<file path="config.mk">
export PLATFORM = sky130hd
export DESIGN_NAME = ulk_gate
export DESIGN_NICKNAME = d
export VERILOG_FILES = /design/src/rtl/ulk_pkg.sv /design/src/rtl/ulk_key_decode.sv /design/src/rtl/ulk_progress.sv /design/src/rtl/ulk_shadow.sv /design/src/rtl/ulk_gate.sv
export SDC_FILE = /design/constraint.sdc
export NUM_CORES = 1
export LEC_CHECK = 0
export BUFFER_PORTS_ARGS = -buffer_cell sky130_fd_sc_hd__buf_4
export CORE_AREA = 3 3 99 101
export DETAILED_ROUTE_END_ITERATION = 7
export DIE_AREA = 0 0 102 104
export PLACE_DENSITY = 0.68
export SLEW_MARGIN = 20
export SYNTH_ARGS = -nofsm -noshare
export SYNTH_HDL_FRONTEND = slang
export SYNTH_SLANG_ARGS = --single-unit
export TNS_END_PERCENT = 10
</file>
<file path="constraint.sdc">
create_clock -name clk -period 2.3 [get_ports clk]
set_input_delay 0.115 -clock clk [delete_from_list [all_inputs] [get_ports clk]]
set_output_delay 0.115 -clock clk [all_outputs]
set_load 0.1 [all_outputs]
</file>
<file path="src/rtl/ulk_pkg.sv">
package ulk_pkg;
  localparam int NKEYS      = 7;
  localparam int KEY_BASE   = 4;
  localparam int KEY_STRIDE = 4;
  localparam int IDX_W      = $clog2(NKEYS);
  localparam int STEP_W     = $clog2(NKEYS + 1);

  function automatic logic [7:0] key_val(input int unsigned i);
    case (i)
      0: key_val = 8'hC6;
      1: key_val = 8'h9A;
      2: key_val = 8'h59;
      3: key_val = 8'hA3;
      4: key_val = 8'h57;
      5: key_val = 8'h67;
      6: key_val = 8'hD2;
      default: key_val = 8'h00;
    endcase
  endfunction
endpackage

</file>
<file path="src/rtl/ulk_key_decode.sv">
module ulk_key_decode
  import ulk_pkg::*;
#(
  parameter int ADDR_W = 8
) (
  input  logic [ADDR_W-1:0] addr,
  output logic              is_key,
  output logic [IDX_W-1:0]  idx
);
  logic [NKEYS-1:0] hit;

  for (genvar g = 0; g < NKEYS; g++) begin : g_hit
    assign hit[g] = (addr == ADDR_W'(KEY_BASE + KEY_STRIDE * g));
  end

  assign is_key = |hit;

  always_comb begin
    idx = '0;
    for (int i = 0; i < NKEYS; i++) begin
      if (hit[i]) idx = IDX_W'(i);
    end
  end
endmodule

</file>
<file path="src/rtl/ulk_progress.sv">
module ulk_progress
  import ulk_pkg::*;
(
  input  logic             clk,
  input  logic             rst_n,
  input  logic             key_wr,
  input  logic [IDX_W-1:0] key_idx,
  input  logic             val_ok,
  output logic             unlocked
);
  logic [STEP_W-1:0] step_q, step_d;
  logic              done;

  assign done     = (step_q == STEP_W'(NKEYS));
  assign unlocked = done;

  always_comb begin
    step_d = step_q;
    if (key_wr && !done) begin
      if (key_idx == '0 && val_ok)
        step_d = STEP_W'(1);
      else if (STEP_W'(key_idx) == step_q && val_ok)
        step_d = step_q + STEP_W'(1);
      else
        step_d = '0;
    end
  end

  always_ff @(posedge clk or negedge rst_n) begin
    if (!rst_n) step_q <= '0;
    else        step_q <= step_d;
  end

  p_sticky_r6: assert property (@(posedge clk) disable iff (!rst_n)
    unlocked |=> unlocked);

  p_restart_r4: assert property (@(posedge clk) disable iff (!rst_n)
    (key_wr && !unlocked && key_idx == '0 && val_ok) |=> (step_q == STEP_W'(1)));

  p_wrong_value_r3: assert property (@(posedge clk) disable iff (!rst_n)
    (key_wr && !unlocked && !val_ok) |=> (step_q == '0));

  p_hold_r5: assert property (@(posedge clk) disable iff (!rst_n)
    !key_wr |=> $stable(step_q));
endmodule

</file>
<file path="src/rtl/ulk_shadow.sv">
module ulk_shadow
  import ulk_pkg::*;
#(
  parameter int DATA_W = 8
) (
  input  logic              clk,
  input  logic              rst_n,
  input  logic              key_wr,
  input  logic [IDX_W-1:0]  wr_idx,
  input  logic [DATA_W-1:0] wr_data,
  input  logic              rd_en,
  input  logic              rd_is_key,
  input  logic [IDX_W-1:0]  rd_idx,
  output logic [DATA_W-1:0] rd_data
);
  logic [DATA_W-1:0] sh_q [NKEYS];
  logic [DATA_W-1:0] rd_mux;

  for (genvar g = 0; g < NKEYS; g++) begin : g_sh
    always_ff @(posedge clk or negedge rst_n) begin
      if (!rst_n)                                    sh_q[g] <= '0;
      else if (key_wr && wr_idx == IDX_W'(g))        sh_q[g] <= wr_data;
    end
  end

  always_comb begin
    rd_mux = '0;
    for (int i = 0; i < NKEYS; i++) begin
      if (rd_is_key && rd_idx == IDX_W'(i)) rd_mux = sh_q[i];
    end
  end

  always_ff @(posedge clk or negedge rst_n) begin
    if (!rst_n)     rd_data <= '0;
    else if (rd_en) rd_data <= rd_mux;
  end

  p_nonkey_read_r8: assert property (@(posedge clk) disable iff (!rst_n)
    (rd_en && !rd_is_key) |=> (rd_data == '0));

  p_read_hold_r8: assert property (@(posedge clk) disable iff (!rst_n)
    !rd_en |=> $stable(rd_data));
endmodule

</file>
<file path="src/rtl/ulk_gate.sv">
module ulk_gate
  import ulk_pkg::*;
#(
  parameter int ADDR_W = 8,
  parameter int DATA_W = 8
) (
  input  logic              clk,
  input  logic              rst_n,
  input  logic              wr_en,
  input  logic [ADDR_W-1:0] wr_addr,
  input  logic [DATA_W-1:0] wr_data,
  input  logic              rd_en,
  input  logic [ADDR_W-1:0] rd_addr,
  output logic [DATA_W-1:0] rd_data,
  output logic              unlocked,
  output logic              core_wr_en
);
  logic             wr_is_key, rd_is_key, key_wr, val_ok;
  logic [IDX_W-1:0] wr_idx, rd_idx;

  ulk_key_decode #(.ADDR_W(ADDR_W)) u_wr_dec (
    .addr(wr_addr), .is_key(wr_is_key), .idx(wr_idx)
  );

  ulk_key_decode #(.ADDR_W(ADDR_W)) u_rd_dec (
    .addr(rd_addr), .is_key(rd_is_key), .idx(rd_idx)
  );

  assign key_wr = wr_en && wr_is_key;
  assign val_ok = (wr_data == DATA_W'(key_val(int'(wr_idx))));

  ulk_progress u_prog (
    .clk(clk), .rst_n(rst_n), .key_wr(key_wr), .key_idx(wr_idx),
    .val_ok(val_ok), .unlocked(unlocked)
  );

  ulk_shadow #(.DATA_W(DATA_W)) u_shadow (
    .clk(clk), .rst_n(rst_n), .key_wr(key_wr), .wr_idx(wr_idx),
    .wr_data(wr_data), .rd_en(rd_en), .rd_is_key(rd_is_key),
    .rd_idx(rd_idx), .rd_data(rd_data)
  );

  assign core_wr_en = wr_en && unlocked && !wr_is_key;

  p_unlock_edge_r2: assert property (@(posedge clk) disable iff (!rst_n)
    $rose(unlocked) |-> $past(wr_en && wr_addr == ADDR_W'(8'h1C)
                              && wr_data == DATA_W'(8'hD2)));

  p_locked_no_core_r7: assert property (@(posedge clk) disable iff (!rst_n)
    (!unlocked && wr_en) |-> !core_wr_en);
endmodule

</file>
==> metrics list, run 1 <==
* Die area: 10600 µm²
- Entering global routing, the biggest net connects 68 pins.
* Placed cell areas: 4010 µm²
- Of the synthesized area, sequential elements account for 0.448.
* Cell internal power dissipation: 2110 µW
- Clock latency on the worst-skew pair, taken at its later pin, is 0.34 ns.
- Setup tns final: 0 ns
* Total standard cell area after synthesis: 3740 µm²
- Wires add up to 8460 µm.
* Antenna fix cells: 0
* Number of flip-flops and latches in the synthesized netlist: 67
* Endpoints failing hold: 0
* Maxcap violations: 0
- Number of flops mapped to enable cells by yosys: 0
- IR drop worst, VDD: 0.000238 V
- In this run, CTS created clock tree buffers numbering 9.
- Clock tree root driver cell: sky130_fd_sc_hd__clkbuf_8
- Critical-path cell list: ha_1 -> ha_1 -> a2111oi_0 -> o21ai_0 -> a2111oi_4 -> a22o_1
- Total power for the finished layout comes to 2810 µW.
- The die is 104 µm tall.
- For this configuration, the core starts out at a cell density of 0.411.
- Setup violation total in the final timing report: 0
- Among all flip-flop cells after synthesis, the most frequent one is sky130_fd_sc_hd__dfrtp_1.
- The finished cells cover 4270 µm².
- Overall global routing resource usage: 0.169
- Share of final-layout standard cells stronger than drive strength 1: 0.357
- Share of total power consumed by net switching: 0.249
* CP bufs+invs: 0
* Number of DRC markers in iteration 0: 224
* Maximum root-to-sink buffer count: 2
- Max Clock Freq: around 500 MHz
- Post-Route Hold Slack: 0.0789 ns
* Detailed-route wire length per cell: 17.7 µm
- I/O pin count: 38
* Syn Area/Cell: around 11 µm²
- The first detailed-routing pass took 4 iterations.
- Worst Setup Path Type: register to register
* Mapped Nets: 366
* I/O Buffers: 37
* Synth-to-Final Area Change: 14.0%
- The core region is 9110 µm².
- The clock period could shrink to 2.01 ns.
- Of the total power, the clock network draws 0.426.
- TritonCTS clock tree: yes
- The run finished with clean final reports.
* Transition at the pin with the smallest max-transition slack: 0.822 ns
- Of all nets on the critical path, the largest fanout is 4.
- Sequential cell area in the final layout: 1680 µm²
- For this design the static power due to leakage is 0.00194 µW.
- Dividing total power by cell area gives a power density of 658 nW/µm².
* Clock net sink count: 67
- Most frequent cell on the critical path: sky130_fd_sc_hd__ha_1
- For this block, the via count after detailed routing is 2743.
- Stage delay of the slowest cell on the critical path: approximately 0.43 ns
* Period utilization: 0.874
- Sequential cell fraction of total power: 0.452
- STA puts the critical path data required time at around 2.6 ns.
- The netlist uses a little over 60 different library cells.
- Top Family by Delay on Critical Path: compound AO/OA/AOI/OAI gates
- In this run the tightest slew margin relative to its limit is 0.452.
- Setup crit end kind: register
* Number of remaining DRC errors: 0
- Detailed placement ended at an HPWL of 5910 µm.
* Unrepaired setup endpoints after global routing: no
* Asr flop ratio synth: 1.00
* Yosys synthesis warning count: 0
* Number of fill cells: 855
- Footprint of the multi-input gates: 1850 µm²
* Power dissipated by switching net loads: 699 µW
- The first global-routing pass estimated 14100 µm of wire.
* Logic pwr share: 0.122
- The floorplan has 35 rows.
* Setup repair bufs after CTS: 0
- The number of max-slew violations in the final report is 0.
* Clk slew on worst S/H paths: 0.07 ns
- Post-layout net count: 392
* Critical-path top delay cell: sky130_fd_sc_hd__dfrtp_1
* Residual antenna-violating net count after detailed routing: 0
- Number of H-tree levels: 3
* Horiz. Die Dim: 102 µm
- Routability-driven placement congestion ratio: 0.830
* Tightest Hold Check Type: input pin to register
* Antenna violations before repair: 0
- The via count of the first global-routing pass is 2681.
* Syn Inst Count: approximately 340
- Clock Skews: 0.00619 ns
- Vias per inst: around 5.7
- Data on the critical path arrives at its endpoint at 2.30 ns.
- Summed over all layers, the global routing overflow is 0.
* Kind of launch point of the worst setup path: register
path summary, 6_finish.rpt:
check | start | to | slack, ns | depth (start not counted)
setup reg to reg | u_prog.step_q[0] | u_prog.step_q[2] | 0.29 | 6
min in group asynchronous | rst_n | u_shadow.sh_q[25] | 0.42 | 2
max in group asynchronous | rst_n | u_shadow.sh_q[27] | 1.34 | 2
hold reg to reg | u_shadow.sh_q[7] | u_shadow.rd_data[7] | 0.50 | 1
hold / removal | wr_data[1] | u_shadow.sh_q[9] | 0.08 | 3
setup / recovery | u_prog.step_q[0] | u_prog.step_q[2] | 0.29 | 6
worst reg2reg max path: stages, from the launching register on:
cell	delay (ns)
sky130_fd_sc_hd__dfrtp_1	0.43
sky130_fd_sc_hd__ha_1	0.22
sky130_fd_sc_hd__ha_1	0.23
sky130_fd_sc_hd__a2111oi_0	0.36
sky130_fd_sc_hd__o21ai_0	0.22
sky130_fd_sc_hd__a2111oi_4	0.31
sky130_fd_sc_hd__a22o_1	0.19
metrics by stage:
stage | std cells | setup slack [ns] | utilization
2_1_floorplan | 336 | 0.0134 | -
3_3_place_gp | 461 | 0.273 | 0.441
3_5_place_dp | 461 | 0.267 | 0.441
4_1_cts | 478 | 0.252 | 0.468
5_1_grt | 478 | 0.133 | 0.468
6_report | 478 | 0.290 | 0.468
logic make-up after synthesis:
family                     after synthesis  share of synthesized area
AOI/OAI and AO/OA                       88                      0.173
adders and majority gates                2                    0.00669
muxes                                   57                      0.169
xor gates and xnor gates                 5                     0.0117
and+or+nand+nor                         80                      0.135
buffers and inverters                   37                     0.0568
DFF                                     67                      0.448
area by class of cell:
type	count	area share
Sequential cell	67	0.393
Timing Repair Buffer	42	0.0745
Clock buffer	11	0.0331
Multi-Input combinational cell	232	0.434
Inverter	10	0.00880
Tap cell	111	0.0326
Clock inverter	5	0.0235
what timing repair did:
action,CTS,global route
resized for setup,0,0
setup endpoints to repair,0,0
hold buffers,1,0
hold endpoints to repair,67,0
metal layers:
metal | part of all wire | GRT usage
met5 | 0 | 0
met4 | 0.023 | 0.0703
met3 | 0.041 | 0.0282
met2 | 0.46 | 0.251
met1 | 0.47 | 0.244
registers in the layout, indices dropped and copies added, names as in the netlist:
signal            flops
u_shadow.rd_data      8
u_shadow.sh_q        56
u_prog.step_q         3
synthesized netlist by cell type (2+ instances only):
cell type	n	area (µm²)
sky130_fd_sc_hd__dfrtp_1	67	1680
sky130_fd_sc_hd__nand2b_1	2	12.5
sky130_fd_sc_hd__buf_2	6	30.0
sky130_fd_sc_hd__nor4_1	6	37.5
sky130_fd_sc_hd__clkbuf_1	11	41.3
sky130_fd_sc_hd__nor3_2	2	20.0
sky130_fd_sc_hd__nand4_1	4	25.0
sky130_fd_sc_hd__a221oi_1	6	52.6
sky130_fd_sc_hd__nor3b_1	2	15.0
sky130_fd_sc_hd__and3_1	5	31.3
sky130_fd_sc_hd__mux2_2	49	552
sky130_fd_sc_hd__or3_1	3	18.8
sky130_fd_sc_hd__nor2_1	9	33.8
sky130_fd_sc_hd__a21boi_0	2	15.0
sky130_fd_sc_hd__mux2i_1	8	80.1
sky130_fd_sc_hd__nand3_2	2	20.0
sky130_fd_sc_hd__nor3_4	2	32.5
sky130_fd_sc_hd__a21oi_2	7	61.3
sky130_fd_sc_hd__nor2b_1	6	37.5
sky130_fd_sc_hd__a22o_1	4	35.0
sky130_fd_sc_hd__o2111ai_1	3	26.3
sky130_fd_sc_hd__buf_4	3	22.5
sky130_fd_sc_hd__a31oi_1	9	56.3
sky130_fd_sc_hd__a221o_1	6	60.1
sky130_fd_sc_hd__buf_6	3	33.8
sky130_fd_sc_hd__and2_1	2	12.5
sky130_fd_sc_hd__nand3_1	8	40.0
sky130_fd_sc_hd__a21o_1	2	15.0
sky130_fd_sc_hd__inv_1	10	37.5
sky130_fd_sc_hd__nor3_1	2	10.0
sky130_fd_sc_hd__ha_1	2	25.0
sky130_fd_sc_hd__nor2_2	3	18.8
sky130_fd_sc_hd__o22ai_1	3	18.8
sky130_fd_sc_hd__o21ai_0	25	125
sky130_fd_sc_hd__a21oi_1	9	45.0
sky130_fd_sc_hd__nand2_1	14	52.6
sky130_fd_sc_hd__xor2_1	4	35.0
power groups by stage:
stage                     clock [µW]  sequential [µW]  combinational [µW]
after global routing            1260             1270                 377
after floorplan                    0             1330                 191
final                           1200             1270                 343
after CTS                       1210             1270                 347
after detailed placement           0             1290                 344
after global placement             0             1290                 339
cell usage in the layout, fill, tap and decap left out, types with 4 or more instances in the layout:
cell type	instances
sky130_fd_sc_hd__mux2_2	49
sky130_fd_sc_hd__nor2_1	9
sky130_fd_sc_hd__a21oi_2	7
sky130_fd_sc_hd__nor4_1	6
sky130_fd_sc_hd__nand4_1	4
sky130_fd_sc_hd__a221oi_1	6
sky130_fd_sc_hd__a21oi_1	9
sky130_fd_sc_hd__a221o_1	6
sky130_fd_sc_hd__buf_4	41
sky130_fd_sc_hd__nand3_1	8
sky130_fd_sc_hd__a31oi_1	9
sky130_fd_sc_hd__clkbuf_8	10
sky130_fd_sc_hd__nand2_1	14
sky130_fd_sc_hd__o21ai_0	25
sky130_fd_sc_hd__dfrtp_1	67
sky130_fd_sc_hd__xor2_1	4
sky130_fd_sc_hd__a22o_1	4
sky130_fd_sc_hd__mux2i_1	8
sky130_fd_sc_hd__nor2b_1	6
sky130_fd_sc_hd__and3_1	5
sky130_fd_sc_hd__inv_1	10
Note: power is estimated with default switching activity, not from simulation.
==> run 2: changes to the inputs <==
ABC_CLOCK_PERIOD_IN_PS = 2300   (was unset)
CORE_AREA = 3 3 96 98   (was 3 3 99 101)
DIE_AREA = 0 0 99 101   (was 0 0 102 104)
PLACE_DENSITY = 0.69   (was 0.68)
SYNTH_HIERARCHICAL = 1   (was unset)
==> metrics list, run 2 <==
* Stage delay of the slowest cell on the critical path: 0.57 ns (+0.14 ns)
- The clock latency on the worst-skew pair is 0.34 ns (about the same).
* Post-route core utilization: 0.535 (+0.0663)
- Design Area, Final: 4570 µm² (+7.2%)
* Yosys synthesis warning count: 6 (+6)
* Most common library cell in the layout ignoring fill and taps: sky130_fd_sc_hd__buf_4
- Die area: 10000 µm² (-5.7%)
- Ranked by flip-flop count, first place goes to u_shadow/sh_q.
* Number of standard cells in the layout, taps in and fillers out: 462 (-3.3%)
- Placed cell areas: 4260 µm² (+6.0%)
- The routed wirelength normalized by instance count was 17.1 µm (-3.5%).
- Min setup slack post-route: -0.0940 ns (-0.384 ns)
* WP data arrival: 2.62 ns (+0.32 ns)
- The root buffer cell chosen for the clock tree is sky130_fd_sc_hd__clkbuf_8.
* Antenna fix cells: 0 (unchanged)
* Highest-count cells in the layout ignoring fill and taps: sky130_fd_sc_hd__buf_4 (70), sky130_fd_sc_hd__dfrtp_1 (67), sky130_fd_sc_hd__mux2_2 (56)
* Placed insts: 441 (-4.3%)
* Total length of routed wires: 7890 µm (-6.7%)
* Transition at the pin with the smallest max-transition slack: 0.834 ns (+0.0113 ns)
* Sequential cell area fraction in the yosys report: 0.474 (+0.0263)
- Vias per inst: 5.60 (-2.5%)
- Biggest area contributors in the synthesized netlist: sky130_fd_sc_hd__dfrtp_1 (47%), sky130_fd_sc_hd__mux2_2 (18%), sky130_fd_sc_hd__mux4_2 (4.5%)
- Maximum root-to-sink buffer count: 2 (unchanged)
* Asr flop ratio synth: 1.00 (unchanged)
* Global-route wire length before repair: 13300 µm (-5.5%)
- The via total after detailed routing came to 2586 (-5.7%).
- Worst reg2reg endpoint: u_prog/step_q[1]
- The worst setup path is launched from an input pin.
- Period utilization: 1.04 (+0.167)
- The power per cell area was 550 nW/µm² (-16%).
- Endpoint with the worst hold slack: u_shadow/sh_q[8]
* Sequential cell fraction of total power: 0.491 (+0.039)
* Leading cell type by number of instances after synthesis: sky130_fd_sc_hd__dfrtp_1
- The number of buffers created by CTS came to 9 (unchanged).
- Share of total power consumed by net switching: 0.254 (+0.00532)
* Total standard cell area after synthesis: 3530 µm² (-5.5%)
- Critical-path top delay cell: sky130_fd_sc_hd__or4_4
* Number of fill cells: 717 (-16%)
- First-pass iteration count of the detailed router: 4 (unchanged)
- Area of the core: 8550 µm² (-6.1%)
- The largest registers in the layout are u_shadow/sh_q: 56 flops, u_shadow/rd_data: 8 flops, u_prog/step_q: 3 flops.
- The startpoint identified for the worst hold timing path is wr_data[0].
- Number of flops mapped to enable cells by yosys: 0 (unchanged)
- The number of flip-flops in the largest register was 56 (unchanged).
- The number of nets at the end of the flow was 379 (-3.3%).
- Logic pwr share: 0.128 (+0.006)
- Syn Area/Cell: 13.0 µm² (+17%)
* Proportion of power drawn by the clock network: 0.381 (-0.045)
* Power dissipated by switching net loads: 639 µW (-8.6%)
- Total congestion overflow after global routing: 0 (unchanged)
- The critical-path maximum fanout was 6 (+2).
- The CTS sink count was 67 (unchanged).
* Clk slew on worst S/H paths: 0.07 ns (about the same)
- I/O Buffers: 37 (unchanged)
- Grouping stages by cell kind, the critical path spends the most delay in simple AND/OR/NAND/NOR gates.
* Setup crit end kind: register
- Critical-path cell list: buf_6 -> or4_4 -> nor4_4 -> buf_6 -> buf_4 -> nand3b_1 -> o21ai_2 -> a311oi_2 -> nor4b_4 -> buf_4 -> buf_4 -> and3_1 -> a32o_1
* TritonCTS clock tree: yes
- The data required time at the worst endpoint came to 2.53 ns (-0.06 ns).
- R2r setup slk: 0.78 ns (+0.49 ns)
* Routability-driven placement congestion ratio: 0.828 (-0.17%)
* Synth top area share: 0.474 (+0.0263)
- The worst hold path cell count is 2 (-1).
- Max Clock Freq: 418 MHz (-16%)
- Maxcap violations: 0 (unchanged)
* Synth cell types: 49 (-21%)
- Worst reg2reg path startpoint: u_prog/step_q[0]
- Syn Inst Count: 272 (-19%)
- Most used standard cells in the synthesized netlist: sky130_fd_sc_hd__dfrtp_1 (67), sky130_fd_sc_hd__mux2_2 (56), sky130_fd_sc_hd__nand2_1 (14)
- Time the worst path needs with I/O delays and setup: 2.39 ns (+0.384 ns)
- Antenna violations before repair: 0 (unchanged)
- Residual antenna-violating net count after detailed routing: 0 (unchanged)
- Worst Setup Path Type: input pin to register
- Number of flip-flops and latches in the synthesized netlist: 67 (unchanged)
- Result of the run: finished with violations
- Synth-to-Final Area Change: 29.3%
- Worst-case reg-to-reg path depth: 5 (-1)
- Most frequent cell on the critical path: sky130_fd_sc_hd__buf_4
- The maximum vdd ir drop came to 0.000369 V (+55%).
- The relative max-transition margin was 0.444 (-0.00755).
- Most used flip-flop cell after synthesis: sky130_fd_sc_hd__dfrtp_1
- The number of buffer and inverter stages on the critical path is 5 (+5).
- Overall global routing resource usage: 0.169 (-0.000683)
* Number of remaining DRC errors: 0 (unchanged)
* Clock Skews: 0.00783 ns (+0.00164 ns)
* Share of final-layout standard cells stronger than drive strength 1: 0.537 (+0.180)
- Vias in the first global route: 2691 (+0.37%)
* Horiz. Die Dim: 99 µm (-2.9%)
- The count of boundary I/O pins is 38 (unchanged).
- Number of H-tree levels: 3 (unchanged)
- The worst slack on hold paths was 0.112 ns (+0.0335 ns).
- The y dimension of the die is 101 µm (-2.9%).
* Fin. max-slew vios: 0 (unchanged)
- The cell-internal power is 1870 µW (-11%).
- The initial DRC count came to 114 (-49%).
- Violations in the final reports: setup timing
- Starting density of the core: 0.413 (+0.00252)
- Final HPWL from detailed placement: 5530 µm (-6.5%)
* Row Count: 34 (-2.9%)
- Tightest Hold Check Type: input pin to register
- Unrepaired setup endpoints after global routing: yes
- Cell type with the largest total area after synthesis: sky130_fd_sc_hd__dfrtp_1
- The number of hold violations in the final report was 0 (unchanged).
* Pin count of the biggest net entering global routing: 68 (unchanged)
- The total leakage power came to 0.00207 µW (+6.7%).
- The number of nets in the synthesized netlist is 302 (-17%).
- The total of endpoints with negative setup slack in the final report was 3 (+3).
[run 2: changes by cell type in the layout (fill, tap and decap cells not counted), moves of 8 or more]
cell	change
sky130_fd_sc_hd__buf_4	+29
sky130_fd_sc_hd__a21oi_1	-8
sky130_fd_sc_hd__o211ai_1	+8
sky130_fd_sc_hd__o21ai_0	-22
sky130_fd_sc_hd__mux2i_1	-8
sky130_fd_sc_hd__a31oi_1	-9
[run 2: what timing repair did]
item	in CTS	in global routing
setup buffers	2	1
endpoints found under the setup margin	3	5
hold buffers	1	0
hold endpoints to repair	67	0
gates resized for setup	4	12
pin swaps	5	4
gates cloned	1	0
[run 2: logic make-up after synthesis]
group	share of synthesized area
AO/OA/AOI/OAI	0.102
adder cells (fa/ha/maj)	0.00708
multiplexers	0.233
AND/OR/NAND/NOR	0.137
flip-flops	0.474
buffers and inverters	0.0258
XOR/XNOR	0.0198
[run 2: area by class of cell]
cell class	instances	area [µm²]	area share
clock buffers	11	141	0.0309
clock inverters	5	52.6	0.0115
inverters	3	11.3	0.00246
multi-input cells	189	1880	0.412
flip-flops and latches	67	1680	0.367
well taps	108	135	0.0296
repair buffers	79	669	0.146
[run 2: worst max-delay path by stage]
stage / from / endpoint / slack (ns) / depth (start not counted)
after floorplan: wr_addr[6] / u_prog/step_q[1] / -0.40 / 10
after global placement: wr_addr[6] / u_prog/step_q[2] / -0.44 / 11
after detailed placement: wr_addr[6] / u_prog/step_q[1] / -0.53 / 11
after CTS: wr_addr[1] / u_prog/step_q[1] / -0.08 / 11
after global routing: wr_addr[1] / u_prog/step_q[1] / -0.18 / 11
final: wr_addr[1] / u_prog/step_q[1] / -0.09 / 13
[run 2: layer usage]
layer	up-vias	global-route usage	wire length, µm
li1	1200	-	-
met5	-	0	0
met1	1328	0.221	3540
met2	46	0.271	3960
met4	0	0.0473	114
met3	12	0.0512	272
[run 2: metrics by stage]
stage          total power [µW]  TNS, ns  setup slack, ns
4_1_cts                    2540   -0.177          -0.0811
3_3_place_gp               1560   -10.14           -0.443
6_report                   2510   -0.186          -0.0940
5_1_grt                    2620   -0.448           -0.177
2_1_floorplan              1430    -1.55           -0.399
3_5_place_dp               1570    -9.87           -0.527
[run 2: power groups by stage]
stage	combinational [µW]	clock, µW	sequential, µW
detailed placement	314	0	1260
finish	320	957	1230
CTS	316	989	1240
floorplan	111	0	1310
global placement	307	0	1260
global route	343	1040	1240
==> run 3: changes to the inputs <==
CELL_PAD_IN_SITES_DETAIL_PLACEMENT = 1   (was unset)
CELL_PAD_IN_SITES_GLOBAL_PLACEMENT = 1   (was unset)
PLACE_DENSITY = 0.79   (was 0.69)
==> metrics list, run 3 (same netlist as run 2, synthesis figures left out) <==
- The flow ran to the end, but the final reports show violations.
- Violations in the final reports: setup timing
- Setup crit end kind: register
- The maximum number of pins on one net before global-route repair is 68 (unchanged).
- The x dimension of the die is 99 µm (unchanged).
* Clock Skews: 0.0144 ns (+0.00652 ns)
- Kind of launch point of the worst setup path: input pin
- Pwr dens: 577 nW/µm² (+5.0%)
- Cell internal power dissipation: 1990 µW (+6.3%)
- I/O Buffers: 37 (unchanged)
- Period utilization: 1.07 (+0.0313)
- Worst path required time: 2.53 ns (about the same)
- The initial DRC count came to 100 (-12%).
* Min setup slack post-route: -0.166 ns (-0.0720 ns)
* Maximum fanout along the worst path: 5 (-1)
- The initial antenna violation count came to 0 (unchanged).
- The number of max-slew violations in the final report came to 0 (unchanged).
- Power dissipated by switching net loads: 667 µW (+4.4%)
* Highest-count cells in the layout ignoring fill and taps: sky130_fd_sc_hd__buf_4 (70), sky130_fd_sc_hd__dfrtp_1 (67), sky130_fd_sc_hd__mux2_2 (56)
- The relative max-transition margin is 0.422 (-0.0225).
- Tightest Hold Check Type: input pin to register
- The total DRC errors in the routed layout is 0 (unchanged).
- Number of flip-flops under the largest register name: 56 (unchanged)
- The fraction of final layout cells with drive strength greater than 1 was 0.534 (-0.00302).
* Die H: 101 µm (unchanged)
- IR drop worst, VDD: 0.000329 V (-11%)
* Area of the core: 8550 µm² (unchanged)
- Unrepaired setup endpoints after global routing: yes
- Row Count: 34 (unchanged)
- The starting density of the core was 0.413 (unchanged).
- The clock-pin slew on the worst setup and hold paths is 0.08 ns (about the same).
- The placement-stage worst setup slack came to -0.544 ns (-0.0166 ns).
- Post-layout net count: 381 (+0.53%)
* Stage delay of the slowest cell on the critical path: 0.57 ns (about the same)
- Final HPWL from detailed placement: 6730 µm (+22%)
* Number of fill cells: 853 (+19%)
- Residual antenna-violating net count after detailed routing: 0 (unchanged)
- The critical path in this run is classified as input pin to register.
- Critical-path top delay cell: sky130_fd_sc_hd__or4_4
* Proportion of power drawn by the clock network: 0.412 (+0.031)
- Number of buffers inserted during clock tree synthesis: 9 (unchanged)
- The via count of the first global-routing pass is 2955 (+9.8%).
* Setup tns final: -0.370 ns (-0.184 ns)
- Overall global routing resource usage: 0.196 (+0.0277)
- Maximum root-to-sink buffer count: 2 (unchanged)
* Vias per inst: 5.70 (+1.9%)
* Setup violation total in the final timing report: 3 (unchanged)
* Routability-driven placement congestion ratio: 0.836 (+0.97%)
- The largest registers in the layout are u_shadow/sh_q: 56 flops, u_shadow/rd_data: 8 flops, u_prog/step_q: 3 flops.
- Leakage power figure: 0.00211 µW (+2.0%)
- Time the worst path needs with I/O delays and setup: 2.47 ns (+0.0720 ns)
- The via total after detailed routing was 2646 (+2.3%).
* TritonCTS clock tree: yes
* Endpoints failing hold: 0 (unchanged)
* Insertion delay of the later-clocked pin in the worst-skew pair: 0.35 ns (about the same)
- The library cell used most frequently in the layout, excluding fill and tap cells, is sky130_fd_sc_hd__buf_4.
- Total congestion overflow after global routing: 0 (unchanged)
- Sequential cell fraction of total power: 0.465 (-0.026)
- The count of boundary I/O pins is 38 (unchanged).
- Transition at the pin with the smallest max-transition slack: 0.868 ns (+0.0338 ns)
- The fraction of power consumed by combinational cells is 0.123 (-0.005).
- Share of total power consumed by net switching: 0.251 (-0.00343)
* Max Clock Freq: 406 MHz (-2.9%)
- Number of H-tree levels: 3 (unchanged)
- More flip-flops sit in one register than any other, and that register is u_shadow/sh_q.
- The number of search-and-repair iterations in the first detailed-routing pass came to 4 (unchanged).
- The number of max-capacitance violations reported is 0 (unchanged).
- Compared with the post-synthesis result, the final layout area differs by 30.4%.
- The wire length of the first global-routing pass came to 15300 µm (+15%).
* WP data arrival: 2.70 ns (+0.08 ns)
* Antenna fix cells: 0 (unchanged)
* Critical-path cell list: buf_6 -> or4_4 -> nor4_4 -> buf_6 -> buf_4 -> xnor2_1 -> o311ai_1 -> nor4b_4 -> nor4b_4 -> nor3_2 -> a32o_1
* Clock tree root driver cell: sky130_fd_sc_hd__clkbuf_8
* Total length of routed wires: 9450 µm (+20%)
* Die area: 10000 µm² (unchanged)
- Clock net sink count: 67 (unchanged)
- Detailed-route wire length per cell: 20.4 µm (+19%)
[run 3: final timing paths]
| path | from | endpoint | slack [ns] | depth (start not counted) |
|---|---|---|---|---|
| worst max register to register | u_prog/step_q[0] | u_prog/step_q[0] | 0.83 | 4 |
| max in group asynchronous | rst_n | u_shadow/sh_q[13] | 1.30 | 2 |
| min in group asynchronous | rst_n | u_shadow/sh_q[14] | 0.41 | 2 |
| worst max-delay path | wr_addr[1] | u_prog/step_q[2] | -0.17 | 11 |
| worst min-delay path | wr_data[0] | u_shadow/sh_q[8] | 0.11 | 2 |
| worst min register to register | u_shadow/sh_q[33] | u_shadow/sh_q[33] | 0.51 | 1 |
[run 3: what timing repair did]
action	CTS	global route
pin swaps	8	4
hold buffers	1	0
gates cloned	1	0
resized for setup	7	7
hold endpoints to repair	67	0
endpoints found under the setup margin	3	3
setup buffers	2	3
[run 3: power groups by stage]
stage	logic [µW]	registers (µW)	clock network (µW)
floorplan	111	1310	0
global placement	302	1260	0
detailed placement	317	1260	0
CTS	323	1240	1120
global route	351	1240	1190
finish	327	1240	1090
[run 3: cell type report]
| class | instances | area, µm² | share of cell area |
|---|---|---|---|
| multi-input combinational | 189 | 1880 | 0.408 |
| inverter | 3 | 11.3 | 0.00244 |
| clock buffer | 12 | 145 | 0.0315 |
| clock inverter | 4 | 73.8 | 0.0160 |
| sequential | 67 | 1680 | 0.364 |
| tap | 108 | 135 | 0.0293 |
| timing repair buffer | 81 | 686 | 0.149 |
[run 3: per-stage QoR]
step / cell area, µm² / hold WS [ns] / instances / util / power, µW
after floorplan: 3560 / -0.181 / 272 / - / 1430
after global placement: 4260 / 0.264 / 441 / 0.498 / 1560
after detailed placement: 4260 / 0.283 / 441 / 0.498 / 1580
after CTS: 4540 / 0.0766 / 461 / 0.531 / 2680
after global routing: 4610 / 0.102 / 464 / 0.539 / 2780
final: 4610 / 0.110 / 464 / 0.539 / 2660
[run 3: critical path, delay by kind of cell]
family,cells,cell delay (ns)
xor+xnor,1,0.09
simple gates,5,1.54
buf+inv,3,0.38
compound gates,2,0.56
[run 3: layer usage]
metal  GRT usage  wire length, µm  up-vias
li1            -                -     1205
met1       0.232             3890     1395
met2       0.360             5220       36
met3      0.0374              252       10
met4      0.0609               90        0
met5           0                0        -
